`src/rtl/mt_pkg.sv`:
```
package mt_pkg;

  typedef enum logic [2:0] {
    ST_IDLE,
    ST_WR0,
    ST_RD,
    ST_CMP,
    ST_PAUSE,
    ST_RESUME
  } mt_state_e;

  localparam logic [1:0] MODE_EXIT  = 2'd0;
  localparam logic [1:0] MODE_PAUSE = 2'd1;
  localparam logic [2:0] LAST_PHASE = 3'd7;

  // Address direction of a phase: 1 = ascending
  function automatic logic ph_up(input logic [2:0] p);
    return !(p == 3'd3 || p == 3'd4 || p == 3'd6);
  endfunction

  // Value the read of a phase expects in every bit
  function automatic logic ph_exp_one(input logic [2:0] p);
    return (p == 3'd2 || p == 3'd4 || p == 3'd6);
  endfunction

endpackage

```
`src/rtl/mt_addr_seq.sv`:
```
module mt_addr_seq #(
  parameter int WA = 10
) (
  input  logic          clk,
  input  logic          rst,
  input  logic          load_i,
  input  logic          up_i,
  input  logic          step_i,
  input  logic [WA:0]   words_i,
  output logic [WA-1:0] ofs_o,
  output logic          last_o
);
  logic          up_q;
  logic [WA:0]   wm1;

  assign wm1 = words_i - 1'b1;

  always_ff @(posedge clk) begin
    if (rst) begin
      ofs_o <= '0;
      up_q  <= 1'b1;
    end else if (load_i) begin
      up_q  <= up_i;
      ofs_o <= up_i ? '0 : wm1[WA-1:0];
    end else if (step_i) begin
      ofs_o <= up_q ? ofs_o + 1'b1 : ofs_o - 1'b1;
    end
  end

  assign last_o = up_q ? ({1'b0, ofs_o} == wm1) : (ofs_o == '0);

endmodule

```
`src/rtl/mt_word_cmp.sv`:
```
module mt_word_cmp #(
  parameter int DW = 8,
  parameter int BW = 3
) (
  input  logic [DW-1:0] rdata_i,
  input  logic          exp_one_i,
  output logic          mis_o,
  output logic [BW-1:0] bit_o
);
  logic [DW-1:0] diff;

  assign diff  = rdata_i ^ {DW{exp_one_i}};
  assign mis_o = |diff;

  // Lowest differing bit wins: scan from the top down
  always_comb begin
    bit_o = '0;
    for (int i = DW - 1; i >= 0; i--) begin
      if (diff[i]) bit_o = BW'(i);
    end
  end

endmodule

```
`src/rtl/mtest_engine.sv`:
```
module mtest_engine
  import mt_pkg::*;
#(
  parameter int ADDR_W = 10,
  parameter int DATA_W = 8,
  localparam int BSH = $clog2(DATA_W / 8),
  localparam int WA  = ADDR_W - BSH,
  localparam int BW  = (DATA_W > 1) ? $clog2(DATA_W) : 1
) (
  input  logic              clk,
  input  logic              rst,
  input  logic              start_i,
  input  logic              cancel_i,
  input  logic [1:0]        mode_i,
  input  logic              prot_i,
  input  logic [ADDR_W-1:0] base_addr_i,
  input  logic [ADDR_W:0]   length_i,
  input  logic              fail_clr_i,
  output logic              sram_en_o,
  output logic              sram_we_o,
  output logic [WA-1:0]     sram_addr_o,
  output logic [DATA_W-1:0] sram_wdata_o,
  input  logic [DATA_W-1:0] sram_rdata_i,
  output logic              done_o,
  output logic              fail_o,
  output logic              perr_o,
  output logic [ADDR_W-1:0] fail_addr_o,
  output logic [DATA_W-1:0] fail_data_o,
  output logic [BW-1:0]     fail_bit_o
);

  mt_state_e    st;
  logic [2:0]   phase;
  logic [WA-1:0] base_q;
  logic [WA:0]  words_q;
  logic         mode_q;

  logic [WA:0]  words_in, words_cur;
  logic [WA-1:0] ofs;
  logic         last, mis;
  logic [BW-1:0] mis_bit;
  logic         accept, adv, seq_load, seq_dir, seq_step, exp_one;
  logic [2:0]   phase_nx;

  assign words_in  = length_i[ADDR_W:BSH];
  assign words_cur = (st == ST_IDLE) ? words_in : words_q;
  assign phase_nx  = phase + 3'd1;
  assign exp_one   = ph_exp_one(phase);

  assign accept = (st == ST_IDLE) && start_i && !cancel_i && !prot_i &&
                  (words_in != '0) &&
                  (mode_i == MODE_EXIT || mode_i == MODE_PAUSE);

  assign adv = !cancel_i && ((st == ST_WR0) || (st == ST_RESUME) ||
                             (st == ST_CMP && !mis));

  assign seq_load = accept || (adv && last && phase != LAST_PHASE);
  assign seq_dir  = accept ? 1'b1 : ph_up(phase_nx);
  assign seq_step = adv && !last;

  mt_addr_seq #(.WA(WA)) u_seq (
    .clk     (clk),
    .rst     (rst),
    .load_i  (seq_load),
    .up_i    (seq_dir),
    .step_i  (seq_step),
    .words_i (words_cur),
    .ofs_o   (ofs),
    .last_o  (last)
  );

  mt_word_cmp #(.DW(DATA_W), .BW(BW)) u_cmp (
    .rdata_i   (sram_rdata_i),
    .exp_one_i (exp_one),
    .mis_o     (mis),
    .bit_o     (mis_bit)
  );

  assign sram_addr_o = base_q + ofs;

  // SRAM port: write the complement of the expected pattern
  always_comb begin
    sram_en_o    = 1'b0;
    sram_we_o    = 1'b0;
    sram_wdata_o = (phase == 3'd0 || exp_one) ? '0 : '1;
    unique case (st)
      ST_WR0:    begin sram_en_o = 1'b1; sram_we_o = 1'b1; end
      ST_RD:     sram_en_o = 1'b1;
      ST_CMP:    begin
                   sram_en_o = !mis && (phase != LAST_PHASE);
                   sram_we_o = sram_en_o;
                 end
      ST_RESUME: begin
                   sram_en_o = (phase != LAST_PHASE);
                   sram_we_o = sram_en_o;
                 end
      default:   ;
    endcase
  end

  always_ff @(posedge clk) begin
    if (rst) begin
      st          <= ST_IDLE;
      phase       <= '0;
      base_q      <= '0;
      words_q     <= '0;
      mode_q      <= 1'b0;
      done_o      <= 1'b0;
      fail_o      <= 1'b0;
      perr_o      <= 1'b0;
      fail_addr_o <= '0;
      fail_data_o <= '0;
      fail_bit_o  <= '0;
    end else begin
      if (fail_clr_i) fail_o <= 1'b0;
      if (cancel_i) begin
        st <= ST_IDLE;
      end else begin
        unique case (st)
          ST_IDLE: begin
            if (start_i && prot_i) perr_o <= 1'b1;
            if (accept) begin
              perr_o  <= 1'b0;
              done_o  <= 1'b0;
              fail_o  <= 1'b0;
              base_q  <= base_addr_i[ADDR_W-1:BSH];
              words_q <= words_in;
              mode_q  <= mode_i[0];
              phase   <= '0;
              st      <= ST_WR0;
            end
          end
          ST_RD:    st <= ST_CMP;
          ST_CMP: begin
            if (mis) begin
              fail_o      <= 1'b1;
              fail_addr_o <= ADDR_W'(sram_addr_o) << BSH;
              fail_data_o <= sram_rdata_i;
              fail_bit_o  <= (phase == LAST_PHASE) ? '0 : mis_bit;
              if (mode_q) begin
                st <= ST_PAUSE;
              end else begin
                done_o <= 1'b1;
                st     <= ST_IDLE;
              end
            end
          end
          ST_PAUSE: if (fail_clr_i) st <= ST_RESUME;
          default: ;
        endcase
        if (adv) begin
          if (!last) begin
            st <= (st == ST_WR0) ? ST_WR0 : ST_RD;
          end else if (phase == LAST_PHASE) begin
            done_o <= 1'b1;
            st     <= ST_IDLE;
          end else begin
            phase <= phase_nx;
            st    <= ST_RD;
          end
        end
      end
    end
  end

endmodule

```
`config.mk`:
```
export PLATFORM = sky130hd
export DESIGN_NAME = mtest_engine
export DESIGN_NICKNAME = d
export VERILOG_FILES = /design/src/rtl/mt_pkg.sv /design/src/rtl/mt_addr_seq.sv /design/src/rtl/mt_word_cmp.sv /design/src/rtl/mtest_engine.sv
export SDC_FILE = /design/constraint.sdc
export NUM_CORES = 1
export LEC_CHECK = 0
export BUFFER_PORTS_ARGS = -buffer_cell sky130_fd_sc_hd__buf_4
export CORE_MARGIN = 5
export CORE_UTILIZATION = 55
export CTS_CLUSTER_SIZE = 30
export DETAILED_ROUTE_END_ITERATION = 8
export PLACE_DENSITY_LB_ADDON = 0.2
export RECOVER_POWER = 25
export REMOVE_ABC_BUFFERS = 1
export SYNTH_ARGS = -nofsm -noshare
export SYNTH_HDL_FRONTEND = slang
export SYNTH_SLANG_ARGS = --single-unit
```
`constraint.sdc`:
```
create_clock -name clk -period 4.65 [get_ports clk]
set_input_delay 0.465 -clock clk [delete_from_list [all_inputs] [get_ports clk]]
set_output_delay 0.465 -clock clk [all_outputs]
set_load 0.01 [all_outputs]
```
; Yosys cells after proc, flatten, opt, wreduce, memory -nomap -nowiden
; Cells that the tools add are included.
; W data, S select, Z words.
[op_classes]
reduce_logical = 41
n_mux = 47
add_sub_neg = 5
n_eq_ne = 18
bitwise = 2
[op_table]
columns = operator, n
row1 = $mux W3, 19
row2 = $mux W10, 4
row3 = $eq A3 B3 Y1 const B, 7
row4 = $mux W1, 14
row5 = $eq A3 B2 Y1 const B, 4
row6 = $logic_and A1 B1 Y1, 12
row7 = $ne A3 B3 Y1 const B, 4
row8 = $pmux W3 S4, 1
row9 = $eq A10 B11 Y1, 1
row10 = $mux W11, 1
row11 = $reduce_bool A11 Y1, 1
row12 = $sub A11 B1 Y11 const B, 1
row13 = $add A10 B1 Y10 const B, 1
row14 = $add A10 B10 Y10, 1
row15 = $logic_not A10 Y1, 1
row16 = $sub A10 B1 Y10 const B, 1
row17 = $logic_or A1 B1 Y1, 9
row18 = $reduce_and A3 Y1, 3
row19 = $mux W8, 1
row20 = $reduce_or A8 Y1, 1
row21 = $xor A8 B8 Y8, 1
row22 = $logic_not A3 Y1, 2
row23 = $mux W2, 3
row24 = $pmux W1 S3, 2
row25 = 11 further kinds, 18
[totals]
register_bits = 63
elab_cells = 126
output_inout_bits = 44
input_bits = 37

; Longest topological paths before layout
; Gate-level depths: netlist of the first run.
[depth]
depth_word = 13
ltp_mapped = 16
ltp_nobuf = 13

; Modules after synthesis
; A second synthesis of the first run with hierarchy kept.
[unflattened]
cells_unflattened = 561
area_unflattened_um2 = 4225.3
[by_module_without_submodules]
columns = module, seq_area_each_um2, area_per_inst_um2, instances, cells_per_inst
row1 = mtest_engine, 1041.0, 2792.7, 1, 371
row2 = mt_addr_seq, 220.2, 1232.4, 1, 157
row3 = mt_word_cmp, 0.0, 200.2, 1, 33

; Worst setup path after synthesis of the first run
; OpenSTA, ideal clock, no wires.
[synth_timing]
kind = register -> register
start = reg st[2]
end = reg u_seq.ofs_o[7]
setup_time_ps = 135
arrival_time_ps = 3956
path_buffers = 3
slack_ps = 559
path_stages_with_launch = 16
required_time_ps = 4515
period_less_slack_ps = 4091
path_cell_list = dfxtp_1 > clkbuf_1 > nor3_1 > buf_2 > buf_2 > mux2i_1 > ha_1 > or4b_4 > nor4_4 > mux2i_1 > or3_1 > a211oi_2 > nand4_4 > a211oi_4 > and2b_1 > a311oi_1
[synth_between]
elab_chain_cells = 9
word_cells_on_any_way = 26
cone_classes = add/sub: 1 / eq/ne: 4 / mux: 5 / reduce/logical: 16
[synth_rtl]
columns = element, line_no
row1 = "start, declared", mtest_engine.sv:32  ; mt_state_e st;
row2 = "start signal, assigned", mtest_engine.sv:153  ; st <= (st == ST_WR0) ? ST_WR0 : ST_RD;
row3 = $logic_not A3 Y1, "mtest_engine.sv:46, mtest_engine.sv:50"
row4 = $mux W11 / $logic_and A1 B1 Y1 (equally long branches), "mtest_engine.sv:46, mtest_engine.sv:50"
row5 = $sub A11 B1 Y11 / $logic_and A1 B1 Y1 (equally long branches), "mt_addr_seq.sv:16, mtest_engine.sv:50"
row6 = $eq A10 B11 Y1 / $logic_and A1 B1 Y1 (equally long branches), "mt_addr_seq.sv:30, mtest_engine.sv:50"
row7 = $mux W1 / $logic_and A1 B1 Y1 (equally long branches), "mt_addr_seq.sv:30, mtest_engine.sv:50"
row8 = "$logic_and A1 B1 Y1, on equally long branches", "mtest_engine.sv:57, mtest_engine.sv:51"
row9 = $logic_and A1 B1 Y1 / $mux W1 (equally long branches), "mtest_engine.sv:57, mtest_engine.sv:58"
row10 = $logic_or A1 B1 Y1 / $mux W10 (equally long branches), "mtest_engine.sv:57, mt_addr_seq.sv:24"
row11 = $mux W10 / $reduce_bool A2 Y1 (equally long branches), -
row12 = "end signal, assigned", mt_addr_seq.sv:24  ; ofs_o <= up_i ? '0 : wm1[WA-1:0];
row13 = "end signal, assigned", mt_addr_seq.sv:26  ; ofs_o <= up_q ? ofs_o + 1'b1 : ofs_o - 1'b1;
row14 = "end, declared", mt_addr_seq.sv:10  ; output logic [WA-1:0] ofs_o,
; Several ways; a longest one is shown, not always the timed one.
; A chain may end at the register's enable or synchronous reset.

; Worst setup path in the final report of the first run
; Same ends and word-level chain as after synthesis.

==> results of run 1 <==
==> power breakdown <==
group          internal (W)  total (W)  switching [W]
clock network      0.000385   0.000607       0.000222
logic             0.0000801   0.000176      0.0000963
registers          0.000548   0.000565      0.0000167
==> worst min-delay path by stage <==
stage / from / end / slack (ns) / cells after the start
6_report: mode_i[0] / mode_q$_SDFFE_PP0P_ / 0.36 / 3
2_1_floorplan: words_q[10]$_SDFFE_PP0P_ / words_q[10]$_SDFFE_PP0P_ / 0.43 / 2
5_1_grt: mode_i[0] / mode_q$_SDFFE_PP0P_ / 0.35 / 3
3_5_place_dp: fail_data_o[6]$_SDFFE_PP0P_ / fail_data_o[6]$_SDFFE_PP0P_ / 0.45 / 2
3_3_place_gp: fail_addr_o[4]$_SDFFE_PP0P_ / fail_addr_o[4]$_SDFFE_PP0P_ / 0.44 / 2
4_1_cts: mode_i[0] / mode_q$_SDFFE_PP0P_ / 0.36 / 3
==> cells in the mapped netlist (5+ instances only) <==
cell	n
nand3_1	5
inv_1	30
mux2i_1	8
clkbuf_1	29
a31oi_1	9
nor3_1	14
nand2_1	99
nand4_1	10
or3_1	5
buf_4	7
o21a_1	5
dfxtp_1	63
ha_1	24
xor2_1	9
a21o_1	10
xnor2_1	20
buf_2	6
nor2_1	38
a2111oi_0	5
o21ai_0	17
nor4_1	8
a21oi_1	65
==> logic make-up after synthesis <==
logic type	synth area share, %
AND/OR/NAND/NOR	23.5
flip-flops	28.5
multiplexers	3.08
XOR/XNOR	5.73
buffers and inverters	7.48
AO/OA/AOI/OAI	24.1
adder cells (fa/ha/maj)	7.68
==> routing by layer <==
layer	global-route usage, %	vias up	routed length [um]
li1	-	2152	-
met1	33.3	2089	5620
met2	43.0	151	5930
met3	4.31	20	786
met4	8.19	0	204
met5	0	-	0
==> sequential cells by signal, summed over array words and instances, names as in the netlist <==
| name | count |
|---|---|
| words_q | 11 |
| base_q | 10 |
| fail_addr_o | 10 |
| u_seq.ofs_o | 10 |
| fail_data_o | 8 |
| fail_bit_o | 3 |
| phase | 3 |
| st | 3 |
| done_o | 1 |
| fail_o | 1 |
| mode_q | 1 |
| perr_o | 1 |
| u_seq.up_q | 1 |
==> worst max-delay path: cells and delay by family, from the launching register on <==
family                     cells  cell delay, ns
and+or+nand+nor                7            2.17
AOI/OAI and AO/OA              4            1.07
DFF                            1            0.40
adders and majority gates      1            0.25
muxes                          1            0.15
==> per-stage QoR <==
step	instance area [um^2]	hold WS [ns]	power, W	std cells	setup WS, ns
global placement	4990	0.443	0.000749	719	0.582
CTS	5250	0.357	0.00136	735	0.440
floorplan	4210	0.428	0.000669	532	-2.90
global route	5150	0.352	0.00140	735	0.0633
finish	5150	0.364	0.00135	735	0.433
detailed placement	4990	0.450	0.000751	719	0.454
==> area by class of cell <==
type	count	area, um^2
sequential	63	1260
fill	737	2660
timing repair buffer	85	541
clock buffer	11	151
multi-input combinational	439	2850
tap	102	128
clock inverter	5	104
inverter	30	113
==> tab_implementation.tex, run 1 <==
\begin{tabular}{lr}
\hline
Metric & Value \\
\hline
\multicolumn{2}{l}{\textbf{Outcome}} \\
Outcome & finished clean \\
\multicolumn{2}{l}{\textbf{Final layout}} \\
Most frequent cells in the layout & 99 x nand2\_1, 65 x a21oi\_1, 63 x dfxtp\_1, 59 x buf\_4, 38 x nor2\_1 \\
Final core occ & 66.0\% \\
Layout cells sized above 1 & 15.6\% \\
Total Nets Final & 691 \\
Most frequent standard cell in the layout excluding fill and tap cells & nand2\_1 \\
Inserted Diodes & 0 \\
Synth-to-Final Area Change & 16.2\% \\
\multicolumn{2}{l}{\textbf{Logic synthesis}} \\
Count of flip-flops with a built-in enable after synthesis & 0 \\
Total of flip-flops plus latches after synthesis & 63 \\
Area of the mapped netlist & 4430 um\^{}2 \\
Warnings, synthesis & 0 \\
Number of different library cells in the post-synthesis netlist & 74 \\
Top post-synthesis cells by area & dfxtp\_1 28\%, nand2\_1 8.4\%, a21oi\_1 7.3\% \\
Sequential share of the synthesized area & 28.5\% \\
Cell type contributing the most total cell area after synthesis & dfxtp\_1 \\
Per-instance average area after synthesis & 7.70 um\^{}2 \\
Ys flop type & dfxtp\_1 \\
Area share of the largest cell type after synthesis & 28.5\% \\
Cell count after synthesis & 576 \\
Ys async rst share & 0\% \\
\multicolumn{2}{l}{\textbf{Critical path}} \\
CP arrival & 4.41 ns \\
Launch point of the worst path & st[2]\$\_SDFFE\_PP0P\_ \\
Type of the worst setup path & reg2reg \\
Endpoint of the most critical setup path & u\_seq.ofs\_o[7]\$\_SDFFE\_PP0P\_ \\
Register-to-register path setup slack & 0.43 ns \\
Type of element launching the critical path & register \\
Critical Path, Cell by Cell & nor3\_2 -> nor2\_1 -> a21oi\_1 -> ha\_1 -> or4b\_4 -> nor4\_4 -> mux2i\_1 -> or3\_1 -> a211oi\_2 -> nand4\_4 -> a211oi\_4 -> and2b\_1 -> a311oi\_1 \\
Logic depth of the worst register-to-register path & 13 \\
Highest-delay cell along the critical path & a211oi\_4 \\
Crit path required time & 4.85 ns \\
Critical register-to-register path startpoint & st[2]\$\_SDFFE\_PP0P\_ \\
Capture point of the worst reg-to-reg path & u\_seq.ofs\_o[7]\$\_SDFFE\_PP0P\_ \\
Critical path's largest stage delay & 0.54 ns \\
Maximum fanout along the worst path & 9 \\
Sort of element at the end of the critical path & register \\
\multicolumn{2}{l}{\textbf{Floorplan}} \\
Effective utilization at floorplan & 56.8\% \\
Number of core rows & 32 \\
Area of the die & 9960 um\^{}2 \\
X dimension of the die & 99.8 um \\
Core ar. & 7810 um\^{}2 \\
Die height & 99.8 um \\
I/O pin total & 81 \\
\multicolumn{2}{l}{\textbf{Timing}} \\
Highest Clock Rate & 237 MHz \\
Worst slew pin tran & 0.684 ns \\
Final critical delay including setup and external delays & 4.22 ns \\
Largest clock skew in the final design & 0.00736 ns \\
Final setup violation count & 0 \\
Endpoints failing hold & 0 \\
Setup TNS & 0 ns \\
Final Cycle Share & 90.7\% \\
Number of pins exceeding their max-slew limit in the final report & 0 \\
Unrepaired setup endpoints after global routing & false \\
Relative slew margins & 54.4\% \\
\multicolumn{2}{l}{\textbf{Routing}} \\
Vias & 4412 \\
Post-detailed-routing wire length & 12500 um \\
Remaining DRCs & 0 \\
Antenna-violating nets left & 0 \\
Drt first-iter violations & 293 \\
Routed wire per std cell & 17.1 um \\
First drt pass iteration count & 5 \\
Via density per instance & 6.00 \\
\multicolumn{2}{l}{\textbf{Clocking}} \\
Cell at the root of the clock tree & clkbuf\_8 \\
PostCTS Resize Cnt & 0 \\
Maximum clock path buffer count & 2 \\
TritonCTS clock tree & built \\
CTS H-tree lvls & 3 \\
Total clock buffers created by CTS & 9 \\
Post-CTS setup-driven buffer insertion count & 0 \\
Clock net sink count & 63 \\
Clock edge transition at the registers on the reported setup and hold paths & 0.08 ns \\
Hold Buf Count CTS & 0 \\
Clk Latency, worst-skew pair & 0.34 ns \\
\multicolumn{2}{l}{\textbf{Global route}} \\
Gr usage total & 25.6\% \\
Vias in the first global route & 4106 \\
Initial antenna violation count & 0 \\
Gr ovfl total & 0 \\
Wire length of the first global-routing pass & 20600 um \\
Pin count of the biggest net entering global routing & 63 \\
\multicolumn{2}{l}{\textbf{Job}} \\
Reported max-cap violation count & 0 \\
\multicolumn{2}{l}{\textbf{Placed design}} \\
Last weighted congestion value of the routability-driven placer & 0.941 \\
Detailed placement HPWL & 9270 um \\
Input/output buffers & 80 \\
\multicolumn{2}{l}{\textbf{Power}} \\
Leakage & 2.08 nW \\
Peak ir drop on the vdd network & 0.152 mV \\
Pwr Density & 262 nW/um\^{}2 \\
\multicolumn{2}{l}{\textbf{Worst hold path}} \\
Path category of the worst min-delay check & in2reg \\
\hline
\end{tabular}
Note: power is estimated with default switching activity, not from simulation.
==> inputs of run 2 (changes only) <==
--- a/config.mk
+++ b/config.mk
@@ -5,6 +5,7 @@
 export SDC_FILE = /design/constraint.sdc
 export NUM_CORES = 1
 export LEC_CHECK = 0
+export ABC_AREA = 1
 export BUFFER_PORTS_ARGS = -buffer_cell sky130_fd_sc_hd__buf_4
 export CORE_MARGIN = 5
 export CORE_UTILIZATION = 55
==> tab_implementation.tex, run 2 <==
\begin{tabular}{lr}
\hline
Metric & Value \\
\hline
\multicolumn{2}{l}{\textbf{Clocking}} \\
PostCTS Resize Cnt & 0 (unchanged) \\
Maximum clock path buffer count & 2 (unchanged) \\
Post-CTS setup-driven buffer insertion count & 0 (unchanged) \\
Cell at the root of the clock tree & clkbuf\_8 (unchanged) \\
TritonCTS clock tree & built (unchanged) \\
Clk Latency, worst-skew pair & 0.35 ns (was 0.34 ns) \\
Clock edge transition at the registers on the reported setup and hold paths & 0.08 ns (about the same) \\
Total clock buffers created by CTS & 9 (unchanged) \\
Clock net sink count & 63 (unchanged) \\
CTS H-tree lvls & 3 (unchanged) \\
Hold Buf Count CTS & 0 (unchanged) \\
\multicolumn{2}{l}{\textbf{Power}} \\
Sequential Power Share & 38.4\% (was 41.9\%) \\
Peak ir drop on the vdd network & 0.206 mV (was 0.152 mV) \\
Sw frac & 30.0\% (was 24.8\%) \\
Pwr Density & 284 nW/um\^{}2 (was 262 nW/um\^{}2) \\
Clock power share & 39.2\% (was 45.0\%) \\
Power dissipated by switching net loads & 0.000448 W (was 0.000335 W) \\
Leakage & 2.53 nW (was 2.08 nW) \\
Cell internal power dissipation & 0.00104 W (was 0.00101 W) \\
Comb pwr share & 22.3\% (was 13.1\%) \\
\multicolumn{2}{l}{\textbf{Logic synthesis}} \\
Ys flop type & dfxtp\_1 (unchanged) \\
Top post-synthesis cells by area & dfxtp\_1 28\%, nor2\_1 9.3\%, nand2\_1 8.9\% (was dfxtp\_1 28\%, nand2\_1 8.4\%, a21oi\_1 7.3\%) \\
Total of flip-flops plus latches after synthesis & 63 (unchanged) \\
Most repeated cell in the gate-level netlist after synthesis & nor2\_1 (was nand2\_1) \\
Ys async rst share & 0\% (unchanged) \\
Sequential share of the synthesized area & 27.6\% (was 28.5\%) \\
Number of different library cells in the post-synthesis netlist & 44 (was 74) \\
Count of flip-flops with a built-in enable after synthesis & 0 (unchanged) \\
Warnings, synthesis & 0 (unchanged) \\
List of most frequent post-synthesis cells & 113 x nor2\_1, 108 x nand2\_1, 74 x inv\_1, 63 x dfxtp\_1, 59 x o21ai\_0 (was 99 x nand2\_1, 65 x a21oi\_1, 63 x dfxtp\_1, 38 x nor2\_1, 30 x inv\_1) \\
Cell count after synthesis & 674 (was 576) \\
Per-instance average area after synthesis & 6.78 um\^{}2 (was 7.70 um\^{}2) \\
Area of the mapped netlist & 4570 um\^{}2 (was 4430 um\^{}2) \\
Cell type contributing the most total cell area after synthesis & dfxtp\_1 (unchanged) \\
Area share of the largest cell type after synthesis & 27.6\% (was 28.5\%) \\
\multicolumn{2}{l}{\textbf{Final layout}} \\
Flip-flop count of the largest register after layout & 11 (unchanged) \\
Layout cells sized above 1 & 15.7\% (was 15.6\%) \\
Final core occ & 64.4\% (was 66.0\%) \\
Most frequent cells in the layout & 113 x nor2\_1, 108 x nand2\_1, 74 x inv\_1, 63 x dfxtp\_1, 59 x o21ai\_0 (was 99 x nand2\_1, 65 x a21oi\_1, 63 x dfxtp\_1, 59 x buf\_4, 38 x nor2\_1) \\
Total Nets Final & 801 (was 691) \\
Most frequent standard cell in the layout excluding fill and tap cells & nor2\_1 (was nand2\_1) \\
Inserted Diodes & 0 (unchanged) \\
Number of fillers in the final layout & 770 (was 737) \\
Filler-free cell count of the finished design & 848 (was 735) \\
Post-route cell area & 5260 um\^{}2 (was 5150 um\^{}2) \\
Area of combinational cells with multiple inputs & 2810 um\^{}2 (was 2850 um\^{}2) \\
Synth-to-Final Area Change & 15.1\% (was 16.2\%) \\
Storage element area & 1260 um\^{}2 (unchanged) \\
Most flop-heavy register & words\_q (unchanged) \\
\multicolumn{2}{l}{\textbf{Outcome}} \\
Outcome & finished clean (unchanged) \\
\multicolumn{2}{l}{\textbf{Floorplan}} \\
Die height & 101 um (was 99.8 um) \\
X dimension of the die & 101 um (was 99.8 um) \\
Area of the die & 10200 um\^{}2 (was 9960 um\^{}2) \\
Number of core rows & 33 (was 32) \\
Effective utilization at floorplan & 55.9\% (was 56.8\%) \\
Core ar. & 8180 um\^{}2 (was 7810 um\^{}2) \\
I/O pin total & 81 (unchanged) \\
\multicolumn{2}{l}{\textbf{Placed design}} \\
Last weighted congestion value of the routability-driven placer & 0.906 (was 0.941) \\
Cell area after placement & 5120 um\^{}2 (was 4990 um\^{}2) \\
Input/output buffers & 80 (unchanged) \\
Detailed placement HPWL & 8590 um (was 9270 um) \\
Cell count after placement & 832 (was 719) \\
\multicolumn{2}{l}{\textbf{Critical path}} \\
Highest-delay cell along the critical path & dfxtp\_1 (was a211oi\_4) \\
Capture point of the worst reg-to-reg path & u\_seq.ofs\_o[5]\$\_SDFFE\_PP0P\_ (was u\_seq.ofs\_o[7]\$\_SDFFE\_PP0P\_) \\
Sort of element at the end of the critical path & register (unchanged) \\
Critical path's largest stage delay & 0.41 ns (was 0.54 ns) \\
Most used cell along the critical path & nand2\_1 \\
Crit path required time & 4.89 ns (was 4.85 ns) \\
Maximum fanout along the worst path & 21 (was 9) \\
Register-to-register path setup slack & 1.22 ns (was 0.43 ns) \\
Critical Path, Cell by Cell & inv\_1 -> ha\_1 -> nand2\_1 -> nand2\_2 -> xnor2\_1 -> inv\_1 -> nor2\_1 -> nand3\_1 -> nor3\_1 -> nand2\_1 -> nand2\_1 -> nand2\_1 -> nor2\_2 -> nand2\_4 -> nand2\_2 -> nor2\_2 -> nor2\_1 -> nor2\_1 (was nor3\_2 -> nor2\_1 -> a21oi\_1 -> ha\_1 -> or4b\_4 -> nor4\_4 -> mux2i\_1 -> or3\_1 -> a211oi\_2 -> nand4\_4 -> a211oi\_4 -> and2b\_1 -> a311oi\_1) \\
Critical register-to-register path startpoint & phase[0]\$\_SDFFE\_PP0N\_ (was st[2]\$\_SDFFE\_PP0P\_) \\
Logic depth of the worst register-to-register path & 18 (was 13) \\
Type of the worst setup path & reg2reg (unchanged) \\
Type of element launching the critical path & register (unchanged) \\
CP arrival & 3.67 ns (was 4.41 ns) \\
\multicolumn{2}{l}{\textbf{Global route}} \\
Vias in the first global route & 4324 (was 4106) \\
Wire length of the first global-routing pass & 19100 um (was 20600 um) \\
Gr usage total & 23.0\% (was 25.6\%) \\
Initial antenna violation count & 0 (unchanged) \\
Pin count of the biggest net entering global routing & 53 (was 63) \\
Gr ovfl total & 0 (unchanged) \\
\multicolumn{2}{l}{\textbf{Timing}} \\
Worst slew pin tran & 0.634 ns (was 0.684 ns) \\
Number of pins exceeding their max-slew limit in the final report & 0 (unchanged) \\
Unrepaired setup endpoints after global routing & false (unchanged) \\
Final setup violation count & 0 (unchanged) \\
Endpoints failing hold & 0 (unchanged) \\
Relative slew margins & 57.7\% (was 54.4\%) \\
Setup TNS & 0 ns (unchanged) \\
Final worst hold slack & 0.355 ns (was 0.364 ns) \\
Highest Clock Rate & 291 MHz (was 237 MHz) \\
Largest clock skew in the final design & 0.0113 ns (was 0.00736 ns) \\
Final critical delay including setup and external delays & 3.43 ns (was 4.22 ns) \\
Final Cycle Share & 73.8\% (was 90.7\%) \\
\multicolumn{2}{l}{\textbf{Routing}} \\
Remaining DRCs & 0 (unchanged) \\
Antenna-violating nets left & 0 (unchanged) \\
Post-detailed-routing wire length & 11500 um (was 12500 um) \\
First drt pass iteration count & 5 (unchanged) \\
Routed wire per std cell & 13.5 um (was 17.1 um) \\
Drt first-iter violations & 233 (was 293) \\
Via density per instance & 5.24 (was 6.00) \\
Vias & 4447 (was 4412) \\
\multicolumn{2}{l}{\textbf{Worst hold path}} \\
Worst Hold Path Cells & 3 (unchanged) \\
Path category of the worst min-delay check & in2reg (unchanged) \\
Worst Min Path Start & sram\_rdata\_i[2] (was mode\_i[0]) \\
End of the worst hold path & fail\_data\_o[2]\$\_SDFFE\_PP0P\_ (was mode\_q\$\_SDFFE\_PP0P\_) \\
\multicolumn{2}{l}{\textbf{Job}} \\
Reported max-cap violation count & 0 (unchanged) \\
\hline
\end{tabular}
-- run 2: layer usage --
metal  global-route usage [%]  vias up  wire (um)
met2                     40.6      107       5500
met1                     28.2     2010       5210
met5                        0        -          0
met4                     7.16        0        181
li1                         -     2316          -
met3                     4.34       14        560
-- run 2: logic make-up after synthesis --
family	after synthesis	share of synthesized area (%)
AOI/OAI and AO/OA	121	14.5
xor gates and xnor gates	27	5.50
adders and majority gates	26	7.44
buffers and inverters	107	10.9
DFF	63	27.6
muxes	1	0.219
and+or+nand+nor	329	33.9
-- run 2: layout make-up --
| class | count | share of cell area, % |
|---|---|---|
| Inverter | 77 | 5.49 |
| Timing Repair Buffer | 83 | 10.1 |
| Clock inverter | 5 | 2.02 |
| Clock buffer | 11 | 2.50 |
| Sequential cell | 63 | 24.0 |
| Multi-Input combinational cell | 504 | 53.5 |
| Tap cell | 105 | 2.50 |
-- run 2: power by group through the flow --
stage,clock (W),sequential (W),combinational (W)
after floorplan,0,0.000580,0.000238
after global placement,0,0.000585,0.000326
after detailed placement,0,0.000586,0.000333
after CTS,0.000600,0.000573,0.000335
after global routing,0.000625,0.000576,0.000377
final,0.000586,0.000573,0.000333
-- run 2: critical path: cells and delay by family (launching register included) --
kind                     cells  cell delay (ns)
flip-flops                   1             0.41
AND/OR/NAND/NOR             14             2.25
adder cells (fa/ha/maj)      1             0.23
XOR/XNOR                     1             0.24
buffers and inverters        2             0.18
-- run 2: worst max path at each step --
| stage | from | endpoint | slack, ns | depth (start not counted) |
|---|---|---|---|---|
| 2_1_floorplan | st[0]$_SDFFE_PP0P_ | u_seq.up_q$_SDFFE_PP1P_ | 1.65 | 11 |
| 3_3_place_gp | st[0]$_SDFFE_PP0P_ | u_seq.ofs_o[6]$_SDFFE_PP0P_ | 1.40 | 20 |
| 3_5_place_dp | st[0]$_SDFFE_PP0P_ | u_seq.ofs_o[5]$_SDFFE_PP0P_ | 1.29 | 20 |
| 4_1_cts | phase[0]$_SDFFE_PP0N_ | u_seq.ofs_o[5]$_SDFFE_PP0P_ | 1.24 | 18 |
| 5_1_grt | phase[0]$_SDFFE_PP0N_ | u_seq.ofs_o[5]$_SDFFE_PP0P_ | 0.93 | 18 |
| 6_report | phase[0]$_SDFFE_PP0N_ | u_seq.ofs_o[5]$_SDFFE_PP0P_ | 1.22 | 18 |
-- run 2: through the flow --
stage / power [W] / setup slack (ns)
final: 0.00149 / 1.22
after global routing: 0.00158 / 0.927
after CTS: 0.00151 / 1.24
after detailed placement: 0.000918 / 1.29
after global placement: 0.000911 / 1.40
after floorplan: 0.000818 / 1.65
